[src/rtl/dock_flush_pkg.sv]
`timescale 1ns/1ps
package dock_flush_pkg;

  // Strobes from control to datapath, one set per cycle
  typedef struct packed {
    logic fire;       // consume all inputs, fill all outputs
    logic flushAll;   // every pending word is a token: drop them all
    logic flushSome;  // mixed: drop the non-token words only
  } dock_strobe_t;

endpackage

[src/rtl/dock_flush_ctrl.sv]
`timescale 1ns/1ps
module dock_flush_ctrl
  import dock_flush_pkg::*;
#(
  parameter int NUM_IN  = 3,
  parameter int NUM_OUT = 2
) (
  input  logic [NUM_IN-1:0]  inReq,
  input  logic [NUM_IN-1:0]  inFlag,
  input  logic [NUM_IN-1:0]  ackReg,
  input  logic [NUM_IN-1:0]  flushReg,
  input  logic [NUM_OUT-1:0] reqReg,
  input  logic [NUM_OUT-1:0] outAck,
  output dock_strobe_t       strb,
  output logic [NUM_IN-1:0]  inAckDrop,
  output logic [NUM_OUT-1:0] outReqDrop
);

  logic [NUM_IN-1:0]  effReq;
  logic [NUM_IN-1:0]  inFull;
  logic [NUM_IN-1:0]  inPending;
  logic [NUM_OUT-1:0] outEmpty;
  logic [NUM_OUT-1:0] outDraining;

  always_comb begin
    effReq      = inReq & ~inFlag;
    inFull      = effReq & ~ackReg & ~flushReg;
    inPending   = inReq & ~ackReg;
    outEmpty    = ~reqReg & ~outAck;
    outDraining = reqReg & outAck;
  end

  always_comb begin
    inAckDrop      = ~effReq & ackReg;
    outReqDrop     = outDraining;
    strb.fire      = (&inFull) && (&outEmpty);
    strb.flushAll  = (&inPending) && (&inFlag);
    strb.flushSome = (&inPending) && (|inFlag) && !(&inFlag);
  end

endmodule

[src/rtl/dock_flush_dp.sv]
`timescale 1ns/1ps
module dock_flush_dp
  import dock_flush_pkg::*;
#(
  parameter int NUM_IN  = 3,
  parameter int NUM_OUT = 2,
  parameter int DATA_W  = 37
) (
  input  logic                            clk,
  input  logic                            rstN,
  input  dock_strobe_t                    strb,
  input  logic [NUM_IN-1:0]               inAckDrop,
  input  logic [NUM_OUT-1:0]              outReqDrop,
  input  logic [NUM_IN-1:0]               inReq,
  input  logic [NUM_IN*(DATA_W+1)-1:0]    inWord,
  output logic [NUM_IN-1:0]               inFlag,
  output logic [NUM_IN-1:0]               ackReg,
  output logic [NUM_IN-1:0]               flushReg,
  output logic [NUM_OUT-1:0]              reqReg,
  output logic [NUM_OUT*(DATA_W+1)-1:0]   outWord
);

  localparam int WORD_W = DATA_W + 1;

  logic [DATA_W-1:0] mix;

  always_comb begin
    mix = '0;
    for (int i = 0; i < NUM_IN; i++) begin
      mix = mix ^ inWord[i*WORD_W +: DATA_W];
    end
  end

  for (genvar i = 0; i < NUM_IN; i++) begin : g_in
    assign inFlag[i] = inWord[i*WORD_W + DATA_W];

    always_ff @(posedge clk) begin
      if (!rstN) begin
        ackReg[i]   <= 1'b1;
        flushReg[i] <= 1'b0;
      end else begin
        if (inAckDrop[i]) ackReg[i] <= 1'b0;
        if (!inReq[i])    flushReg[i] <= 1'b0;
        if (strb.flushAll)
          flushReg[i] <= 1'b1;
        else if (strb.flushSome && !inFlag[i])
          flushReg[i] <= 1'b1;
        if (strb.fire)    ackReg[i] <= 1'b1;
      end
    end
  end

  for (genvar k = 0; k < NUM_OUT; k++) begin : g_out
    localparam logic [DATA_W-1:0] DOCK_IDX = DATA_W'(k);

    always_ff @(posedge clk) begin
      if (!rstN) begin
        reqReg[k]                 <= 1'b0;
        outWord[k*WORD_W +: WORD_W] <= '0;
      end else begin
        if (outReqDrop[k]) reqReg[k] <= 1'b0;
        if (strb.fire) begin
          reqReg[k]                 <= 1'b1;
          outWord[k*WORD_W +: WORD_W] <= {1'b0, mix ^ DOCK_IDX};
        end
      end
    end
  end

endmodule

[src/rtl/dock_flush_top.sv]
`timescale 1ns/1ps
module dock_flush_top
  import dock_flush_pkg::*;
#(
  parameter int NUM_IN  = 3,
  parameter int NUM_OUT = 2,
  parameter int DATA_W  = 37
) (
  input  logic                          clk,
  input  logic                          rstN,
  input  logic [NUM_IN-1:0]             inReq,
  input  logic [NUM_IN*(DATA_W+1)-1:0]  inWord,
  output logic [NUM_IN-1:0]             inAck,
  output logic [NUM_OUT-1:0]            outReq,
  output logic [NUM_OUT*(DATA_W+1)-1:0] outWord,
  input  logic [NUM_OUT-1:0]            outAck
);

  dock_strobe_t       strb;
  logic [NUM_IN-1:0]  inFlag;
  logic [NUM_IN-1:0]  ackReg;
  logic [NUM_IN-1:0]  flushReg;
  logic [NUM_IN-1:0]  inAckDrop;
  logic [NUM_OUT-1:0] reqReg;
  logic [NUM_OUT-1:0] outReqDrop;

  dock_flush_ctrl #(.NUM_IN(NUM_IN), .NUM_OUT(NUM_OUT)) u_ctrl (
    .inReq     (inReq),
    .inFlag    (inFlag),
    .ackReg    (ackReg),
    .flushReg  (flushReg),
    .reqReg    (reqReg),
    .outAck    (outAck),
    .strb      (strb),
    .inAckDrop (inAckDrop),
    .outReqDrop(outReqDrop)
  );

  dock_flush_dp #(.NUM_IN(NUM_IN), .NUM_OUT(NUM_OUT), .DATA_W(DATA_W)) u_dp (
    .clk       (clk),
    .rstN      (rstN),
    .strb      (strb),
    .inAckDrop (inAckDrop),
    .outReqDrop(outReqDrop),
    .inReq     (inReq),
    .inWord    (inWord),
    .inFlag    (inFlag),
    .ackReg    (ackReg),
    .flushReg  (flushReg),
    .reqReg    (reqReg),
    .outWord   (outWord)
  );

  assign inAck  = ackReg | flushReg;
  assign outReq = reqReg;

endmodule

[config.mk]
export PLATFORM = sky130hd
export DESIGN_NAME = dock_flush_top
export DESIGN_NICKNAME = d
export VERILOG_FILES = /design/src/rtl/dock_flush_pkg.sv /design/src/rtl/dock_flush_ctrl.sv /design/src/rtl/dock_flush_dp.sv /design/src/rtl/dock_flush_top.sv
export SDC_FILE = /design/constraint.sdc
export NUM_CORES = 1
export LEC_CHECK = 0
export BUFFER_PORTS_ARGS = -buffer_cell sky130_fd_sc_hd__clkbuf_2
export CORE_ASPECT_RATIO = 0.5
export CORE_MARGIN = 2
export CORE_UTILIZATION = 39
export CTS_BUF_LIST = sky130_fd_sc_hd__clkbuf_8
export CTS_CLUSTER_DIAMETER = 60
export DETAILED_ROUTE_END_ITERATION = 6
export GPL_TIMING_DRIVEN = 1
export PLACE_DENSITY = 0.76
export SETUP_SLACK_MARGIN = 0.15
export SYNTH_ARGS = -nofsm -noshare
export SYNTH_HDL_FRONTEND = slang
export SYNTH_SLANG_ARGS = --single-unit
[constraint.sdc]
create_clock -name clk -period 1.3 [get_ports clk]
set_input_delay 0 -clock clk [delete_from_list [all_inputs] [get_ports clk]]
set_output_delay 0 -clock clk [all_outputs]
set_load 0.01 [all_outputs]
; ---- Word-level counts from Yosys, hierarchy flattened
; Cells that the tools add are included.
[op_classes]
n_eq_ne = 3
mux = 13
n_bitwise = 18
n_reduce_logical = 19
[ops]
columns = cell, n
row1 = $xor A37 B37 Y37, 2
row2 = $and A3 B3 Y3, 5
row3 = $mux W1, 13
row4 = $not A3 Y3, 4
row5 = $ne A3 B1 Y1 const B, 3
row6 = $reduce_and A3 Y1, 3
row7 = $logic_and A1 B1 Y1, 7
row8 = $and A2 B2 Y2, 2
row9 = $logic_not A1 Y1, 4
row10 = $not A2 Y2, 2
row11 = $reduce_bool A2 Y1, 2
row12 = $or A3 B3 Y3, 1
row13 = $reduce_or A3 Y1, 1
row14 = $not A1 Y1, 2
row15 = $reduce_and A2 Y1, 1
row16 = $reduce_or A2 Y1, 1
[totals]
regBits = 82
wordCells = 63

; ---- Logic depth before layout (Yosys ltp)
; Gate-level depths: netlist of the first run.
[depth]
ltp_word = 8
mapped_depth = 5
depth_no_buf = 4

; ---- By module
; Synthesis of the first run repeated with hierarchy kept, for this count alone.
[unflattened]
hier_cells = 340
hier_area_um2 = 3338.2
[modules_own_cells]
columns = module, instances, cells_each, area_each_um2, seq_area_each_um2
row1 = dock_flush_dp, 1, 319, 3199.3, 920.9
row2 = dock_flush_ctrl, 1, 18, 120.1, 0.0
row3 = dock_flush_top, 1, 3, 18.8, 0.0

; ---- Least setup slack after synthesis of the first run
; Ideal clock, no wire load.
[synth_timing]
kind = register -> register
start = reg u_dp.reqReg[0]
end = reg u_dp.outWord[36]
setup_ns = 0.141
arrival_ns = 1.221
slack_ns = -0.062
stages_incl_launch_ff = 6
path_buffers = 1
period_less_slack_ns = 1.362
path_cell_list = dfxtp_1 nor4_4 nand4_4 buf_2 nand3_1 o31ai_2
[synth_via]
elab_chain_cells = 4
[synth_lines]
columns = element, line_no
row1 = "start, declared", dock_flush_dp.sv:19  ; output logic [NUM_OUT-1:0] reqReg,
row2 = "start signal, assigned by index", dock_flush_dp.sv:58  ; reqReg[k] <= 1'b0;
row3 = "start signal, assigned by index", dock_flush_dp.sv:61  ; if (outReqDrop[k]) reqReg[k] <= 1'b0;
row4 = "start signal, assigned by index", dock_flush_dp.sv:63  ; reqReg[k] <= 1'b1;
row5 = $not A2 Y2, dock_flush_ctrl.sv:29  ; outEmpty = ~reqReg & ~outAck;
row6 = $and A2 B2 Y2, dock_flush_ctrl.sv:29
row7 = $reduce_and A2 Y1, dock_flush_ctrl.sv:36  ; strb.fire = (&inFull) && (&outEmpty);
row8 = $logic_and A1 B1 Y1, dock_flush_ctrl.sv:36
row9 = "end signal, assigned by index", dock_flush_dp.sv:64  ; outWord[k*WORD_W +: WORD_W] <= {1'b0, mix ^ DOCK_IDX};
row10 = "end, declared", dock_flush_dp.sv:20  ; output logic [NUM_OUT*(DATA_W+1)-1:0] outWord
; No other way between the ends.
; A chain may end at the register's enable or synchronous reset.

; ---- Worst setup path in the final report of the first run
[layout_timing]
start = reg u_dp.ackReg[1]
end = reg u_dp.outWord[36]
[layout_via]
elab_chain_cells = 5
[layout_lines]
columns = element, line_no
row1 = "start, declared", dock_flush_dp.sv:17  ; output logic [NUM_IN-1:0] ackReg,
row2 = "start signal, assigned by index", dock_flush_dp.sv:39  ; ackReg[i] <= 1'b1;
row3 = "start signal, assigned by index", dock_flush_dp.sv:42  ; if (inAckDrop[i]) ackReg[i] <= 1'b0;
row4 = "start signal, assigned by index", dock_flush_dp.sv:48  ; if (strb.fire) ackReg[i] <= 1'b1;
row5 = $not A3 Y3, dock_flush_ctrl.sv:27  ; inFull = effReq & ~ackReg & ~flushReg;
row6 = $and A3 B3 Y3 (2 in a row), dock_flush_ctrl.sv:27
row7 = $reduce_and A3 Y1, dock_flush_ctrl.sv:36
row8 = $logic_and A1 B1 Y1, dock_flush_ctrl.sv:36
; No other way between the ends.

==> run_results.csv, run 1 <==
group,metric,value,unit
status,status,"finished, violations left",
status,violations,"setup timing",
clocking,cts_buffer_depth,2,
route,routed_wl,6730,um
floorplan,dieArea,8130,um^2
power_and_ir_drop,power.density,751,nW/um^2
yosys,ys_warn_count,0,
yosys,synthFlopType,"dfxtp_1",
worst_setup_path,r2r-end,"u_dp.outWord[36]$_SDFFE_PN0P_",
placed_design,post-dp-hpwl,5510,um
route,vias_per_cell,4.56,
timing,hold_violations,0,
clocking,clock_latency,280,ps
yosys,synth_top_cells_by_area,"dfxtp_1 32%, o31ai_2 15%, xnor2_1 12%",
route,firstDrtPassIters,4,
power_and_ir_drop,p_leak,1.88,nW
timing,fin_ws,-83.0,ps
final_layout,fill_cells,682,
grt,grt_first_pass_wirelength,10200,um
yosys,syn_area_per_cell,10.0,um^2
timing,finClkSkew,2.74,ps
route,wl_per_cell,12.2,um
route,ant_nets,0,
yosys,synth_cells,288,
grt,grt_remaining_overflow,0,
yosys,synth_top_cell_by_area,"dfxtp_1",
clocking,numCtsBuffers,5,
grt,grtUsageTotal,15.1,%
final_layout,nets,575,
clocking,htreeDepth,2,
placed_design,placed_cell_area,3770,um^2
yosys,yosysMostFrequentCell,"dfxtp_1",
yosys,yosysSeqAreaShare,32.0,%
timing,setup_violations,39,
timing,slew_violations,0,
clocking,cts_tree,"yes",
floorplan,die_h,64.8,um
clocking,cts_root_buf,"clkbuf_8",
final_layout,antennaDiodeCount,0,
worst_setup_path,critPathKind,"flip-flop to flip-flop",
yosys,synthDominantCellAreaShare,32.0,%
grt,antenna_found_initial,0,
power_and_ir_drop,peakVddDrop,455,uV
yosys,ys_seq_elements,46,
hold_path,min_to,"u_dp.outWord[68]$_SDFFE_PN0P_",
worst_setup_path,start_kind,"flip-flop",
yosys,netlist-cell-type-count,28,
worst_setup_path,worstPathMaxFanout,42,
timing,period_minus_slack,1380,ps
final_layout,area_growth,36.9,%
final_layout,final_cell_area,3940,um^2
yosys,netlist_top_cells_count,"46 x dfxtp_1, 42 x nand3_1, 38 x buf_4, 38 x xnor2_1, 36 x xor2_1",
clocking,clk_pin_slew_worst_paths,80,ps
hold_path,hold_class,"input pin to flip-flop",
floorplan,top_level_ports,202,
grt,grt_max_degree,44,
timing,rsz0062_at_grt,"yes",
hold_path,hp-start,"inWord[68]",
floorplan,fp-row-count,22,
yosys,ys_async_sr_fraction,0,%
job,cap_violations,0,
placed_design,post-place-cells,540,
worst_setup_path,worstSetupEndpointType,"flip-flop",
route,num_vias,2515,
worst_setup_path,reg2reg_depth,4,
placed_design,numPortBuffers,199,
worst_setup_path,critical_path_arrival,1590,ps
hold_path,hold_depth,3,
final_layout,layout-drive-gt1-share,60.0,%
timing,layout_worst_path_cycle_share,106,%
floorplan,fp.dieW,126,um
timing,fmax,723,MHz
placed_design,globalplace.congestion,0.724,
route,drc,0,
route,drtIter0Drc,103,
final_layout,fin_cells,551,
worst_setup_path,crit_required,1510,ps
worst_setup_path,rrSetupSlack,-80,ps
yosys,synth_edf_count,0,
yosys,synth.cell_area,2880,um^2
floorplan,core_area,7240,um^2
worst_setup_path,r2r-start,"u_dp.ackReg[1]$_SDFFE_PP1P_",
clocking,cts_num_sinks,46,
grt,grt_pass1_vias,2250,
floorplan,start_util,39.8,%
logic make-up after synthesis:
group                    after synthesis  synth area share [%]
AND/OR/NAND/NOR                       60                  13.3
other                                  1                 0.130
XOR/XNOR                              74                  22.5
AO/OA/AOI/OAI                         48                  18.0
flip-flops                            46                  32.0
buffers and inverters                 58                  13.8
adder cells (fa/ha/maj)                1                 0.348
layout make-up:
type                    instances  area, um^2  share of cell area [%]
well taps                      96         120                    3.05
flip-flops and latches         46         930                    23.6
multi-input cells             185        1610                    40.8
inverters                       3        11.3                   0.286
repair buffers                213        1180                    30.0
clock inverters                 2        8.76                   0.222
clock buffers                   6        82.6                    2.09
per-stage QoR:
step / total power [mW] / util (%) / setup slack, ps / TNS, ps / hold WS, ps
after floorplan: 1.82 / - / -30.6 / -1020 / 129
after global placement: 2.10 / 52.1 / -70.0 / -1320 / 284
after detailed placement: 2.11 / 52.1 / -111 / -2400 / 284
after CTS: 3.01 / 54.1 / -110 / -2970 / 0.558
after global routing: 3.13 / 54.5 / -185 / -5780 / 7.39
final: 2.96 / 54.5 / -83.0 / -2480 / 12.8
layout by cell type, fill, tap and decap left out, drive strengths merged, types with 2 or more instances in the layout:
cell / count
conb: 2
nor4b: 2
dfxtp: 46
xnor2: 38
dlygate4sd3: 3
or2: 3
nand2b: 2
o31ai: 37
a21oi: 6
buf: 13
nand3: 42
inv: 4
xor2: 36
nor4: 2
nand2: 5
a211o: 2
o21ai: 2
clkbuf: 203
registers in the layout, indices dropped and copies added (netlist names):
name and cells:
u_dp.outWord 38, u_dp.ackReg 3, u_dp.flushReg 3, u_dp.reqReg 2
worst max-delay path by stage:
stage,from,to,depth (start not counted)
6_report,u_dp.ackReg[1]$_SDFFE_PP1P_,u_dp.outWord[36]$_SDFFE_PN0P_,4
5_1_grt,u_dp.ackReg[0]$_SDFFE_PP1P_,u_dp.outWord[38]$_SDFFE_PN0P_,4
4_1_cts,u_dp.ackReg[0]$_SDFFE_PP1P_,u_dp.outWord[63]$_SDFFE_PN0P_,4
3_5_place_dp,u_dp.ackReg[2]$_SDFFE_PP1P_,u_dp.flushReg[0]$_SDFFE_PN0P_,5
3_3_place_gp,u_dp.ackReg[2]$_SDFFE_PP1P_,u_dp.flushReg[0]$_SDFFE_PN0P_,5
2_1_floorplan,u_dp.ackReg[0]$_SDFFE_PP1P_,u_dp.outWord[36]$_SDFFE_PN0P_,4
routing by layer:
metal	track usage [%]	routed length, um	vias to the layer above
met5	0	0	-
met4	2.50	27	0
met3	2.89	221	2
met2	29.0	3750	44
met1	18.0	2730	1184
li1	-	-	1285
critical path, cell delays in order (launching register included):
cell     delay (ps)
dfxtp_4         370
nor4_4          300
nand4_4         170
buf_12          220
o31ai_2         220
timing repair:
action / 4_1_cts / 5_1_grt
hold buffers: 3 / 0
hold endpoints to repair: 3 / 0
pin swaps: 4 / 0
setup endpoints to repair: 49 / 48
gates resized for setup: 9 / 8
buffers inserted: 0 / 0
where the power goes:
group,internal (mW),switching [mW],leakage (nW)
sequential,1.41,0.00948,0.373
clock,0.422,0.449,0.0524
combinational,0.355,0.311,1.46
total,2.19,0.769,1.88
Power figures use the tool's default switching activity.
==> run 2, diff against run 1 <==
--- a/config.mk
+++ b/config.mk
@@ -8,12 +8,12 @@
 export BUFFER_PORTS_ARGS = -buffer_cell sky130_fd_sc_hd__clkbuf_2
 export CORE_ASPECT_RATIO = 0.5
 export CORE_MARGIN = 2
-export CORE_UTILIZATION = 39
+export CORE_UTILIZATION = 46
 export CTS_BUF_LIST = sky130_fd_sc_hd__clkbuf_8
-export CTS_CLUSTER_DIAMETER = 60
+export CTS_CLUSTER_DIAMETER = 50
 export DETAILED_ROUTE_END_ITERATION = 6
 export GPL_TIMING_DRIVEN = 1
-export PLACE_DENSITY = 0.76
+export PLACE_DENSITY = 0.84
 export SETUP_SLACK_MARGIN = 0.15
 export SYNTH_ARGS = -nofsm -noshare
 export SYNTH_HDL_FRONTEND = slang
==> constraint.sdc (replaced) <==
create_clock -name clk -period 1.75 [get_ports clk]
set_input_delay 0 -clock clk [delete_from_list [all_inputs] [get_ports clk]]
set_output_delay 0 -clock clk [all_outputs]
set_load 0.01 [all_outputs]
==> run 2 against run 1 <==
Effect of this change: the flow now finishes without violations; largest cell class unchanged; global-route usage increased by 2.9 points; critical path type unchanged; clock skew increased by 6.3 ps; critical endpoint is now u_dp.outWord[60]$_SDFFE_PN0P_; non-clock buffer count decreased by 6.
==> run_results.csv, run 2 (synthesis gave the netlist of run 1 again) <==
group,metric,value,unit
hold_path,hold_depth,3,
route,num_vias,2484,
placed_design,placed_cell_area,3650,um^2
final_layout,layout-drive-gt1-share,56.6,%
final_layout,largest_reg_flops,38,
status,status,"complete, no violations",
clocking,cts_root_buf,"clkbuf_8",
final_layout,reg_top3,"u_dp.outWord (38), u_dp.ackReg (3), u_dp.flushReg (3)",
timing,period_minus_slack,1430,ps
clocking,cts_buffer_depth,2,
hold_path,min_to,"u_dp.outWord[41]$_SDFFE_PN0P_",
route,drc,0,
floorplan,fp.dieW,116,um
worst_setup_path,r2r-end,"u_dp.outWord[60]$_SDFFE_PN0P_",
clocking,cts_num_sinks,46,
floorplan,die_h,60.0,um
worst_setup_path,r2r-start,"u_dp.flushReg[2]$_SDFFE_PN0P_",
floorplan,core_area,6060,um^2
worst_setup_path,crit_required,1920,ps
route,firstDrtPassIters,4,
final_layout,final_cell_mix,"199 x clkbuf_2, 46 x dfxtp_1, 42 x nand3_1, 38 x xnor2_1, 36 x xor2_1",
hold_path,hp-start,"inWord[41]",
final_layout,nets,569,
route,drtIter0Drc,139,
grt,grt_max_degree,69,
hold_path,hold_class,"input pin to flip-flop",
timing,slew_violations,0,
timing,fmax,700,MHz
floorplan,fp-row-count,20,
power_and_ir_drop,power.density,599,nW/um^2
grt,grtUsageTotal,18.0,%
worst_setup_path,rrSetupSlack,320,ps
placed_design,globalplace.congestion,0.857,
worst_setup_path,worstPathMaxFanout,68,
final_layout,multi_input_area,1570,um^2
clocking,htreeDepth,2,
floorplan,top_level_ports,202,
route,vias_per_cell,4.63,
power_and_ir_drop,peakVddDrop,321,uV
final_layout,area_growth,31.6,%
clocking,clk_pin_slew_worst_paths,80,ps
worst_setup_path,critPathKind,"flip-flop to flip-flop",
timing,setup_violations,0,
worst_setup_path,worstSetupEndpointType,"flip-flop",
route,wl_per_cell,12.1,um
route,routed_wl,6480,um
floorplan,start_util,47.6,%
grt,antenna_found_initial,0,
timing,layout_worst_path_cycle_share,81.7,%
timing,finClkSkew,9.02,ps
final_layout,antennaDiodeCount,0,
timing,hold_violations,0,
route,ant_nets,0,
grt,grt_pass1_vias,2235,
clocking,clock_latency,290,ps
power_and_ir_drop,p_leak,1.83,nW
clocking,numCtsBuffers,5,
placed_design,numPortBuffers,199,
floorplan,dieArea,6950,um^2
grt,grt_remaining_overflow,0,
placed_design,post-dp-hpwl,5180,um
worst_setup_path,critical_path_arrival,1600,ps
final_layout,regArea,921,um^2
clocking,cts_tree,"yes",
final_layout,final_cell_area,3790,um^2
power_and_ir_drop,design_power_total,2.27,mW
clocking,cts_setup_buffers,0,
grt,grt_first_pass_wirelength,10000,um
final_layout,regMostFlops,"u_dp.outWord",
timing,setup_tns,0,ps
timing,rsz0062_at_grt,"no",
worst_setup_path,reg2reg_depth,5,
final_layout,final_common_cell,"clkbuf_2",
worst_setup_path,start_kind,"flip-flop",
final_layout,fill_cells,558,
job,cap_violations,0,
==> run 2: how the worst max path moves through the flow <==
stage | startpoint | endpoint | slack (ps) | depth (start not counted)
final | u_dp.flushReg[2]$_SDFFE_PN0P_ | u_dp.outWord[60]$_SDFFE_PN0P_ | 320 | 5
after global routing | u_dp.flushReg[1]$_SDFFE_PN0P_ | u_dp.outWord[66]$_SDFFE_PN0P_ | 220 | 5
after CTS | u_dp.flushReg[2]$_SDFFE_PN0P_ | u_dp.outWord[60]$_SDFFE_PN0P_ | 310 | 5
after detailed placement | u_dp.flushReg[2]$_SDFFE_PN0P_ | u_dp.outWord[60]$_SDFFE_PN0P_ | 320 | 5
after global placement | u_dp.flushReg[2]$_SDFFE_PN0P_ | u_dp.outWord[52]$_SDFFE_PN0P_ | 340 | 5
after floorplan | u_dp.reqReg[0]$_SDFFE_PN0P_ | u_dp.outWord[36]$_SDFFE_PN0P_ | 390 | 5
==> run 2: layout make-up <==
class | instances | share of cell area (%)
clock inverters | 3 | 0.990
inverters | 3 | 0.297
multi-input cells | 185 | 41.3
well taps | 88 | 2.90
clock buffers | 5 | 1.82
flip-flops and latches | 46 | 24.3
repair buffers | 207 | 28.4
==> run 2: per-layer routing <==
layer	part of all wire (%)	vias up	track usage [%]
li1	-	1273	-
met1	41	1159	22.1
met2	55	50	34.0
met3	3.6	2	3.14
met4	0.42	0	2.89
met5	0	-	0
==> run 2: power by group <==
part,internal [mW],leakage [nW],total [mW],switching (mW)
registers,1.05,0.371,1.06,0.00733
logic,0.240,1.40,0.463,0.223
clock network,0.416,0.0607,0.748,0.332
==> run 2: critical path, cell delays in order, from the launching register on <==
cell	delay [ps]
dfxtp_1	350
nor4b_4	340
nand4_4	150
buf_12	240
nand3_1	140
o31ai_2	90
==> run 2: stage by stage <==
stage / utilization [%] / instances / setup slack [ps] / hold slack, ps
final: 62.6 / 537 / 321 / 12.9
after detailed placement: 60.4 / 526 / 319 / 281
after floorplan: - / 289 / 388 / 129
after global placement: 60.4 / 526 / 345 / 277
after global routing: 62.6 / 537 / 218 / 5.01
after CTS: 62.6 / 537 / 310 / 4.88
==> run 2: timing repair <==
| item | 4_1_cts | 5_1_grt |
|---|---|---|
| hold buffers | 3 | 0 |
| endpoints found under the hold margin | 3 | 0 |
| gates resized for setup | 0 | 0 |
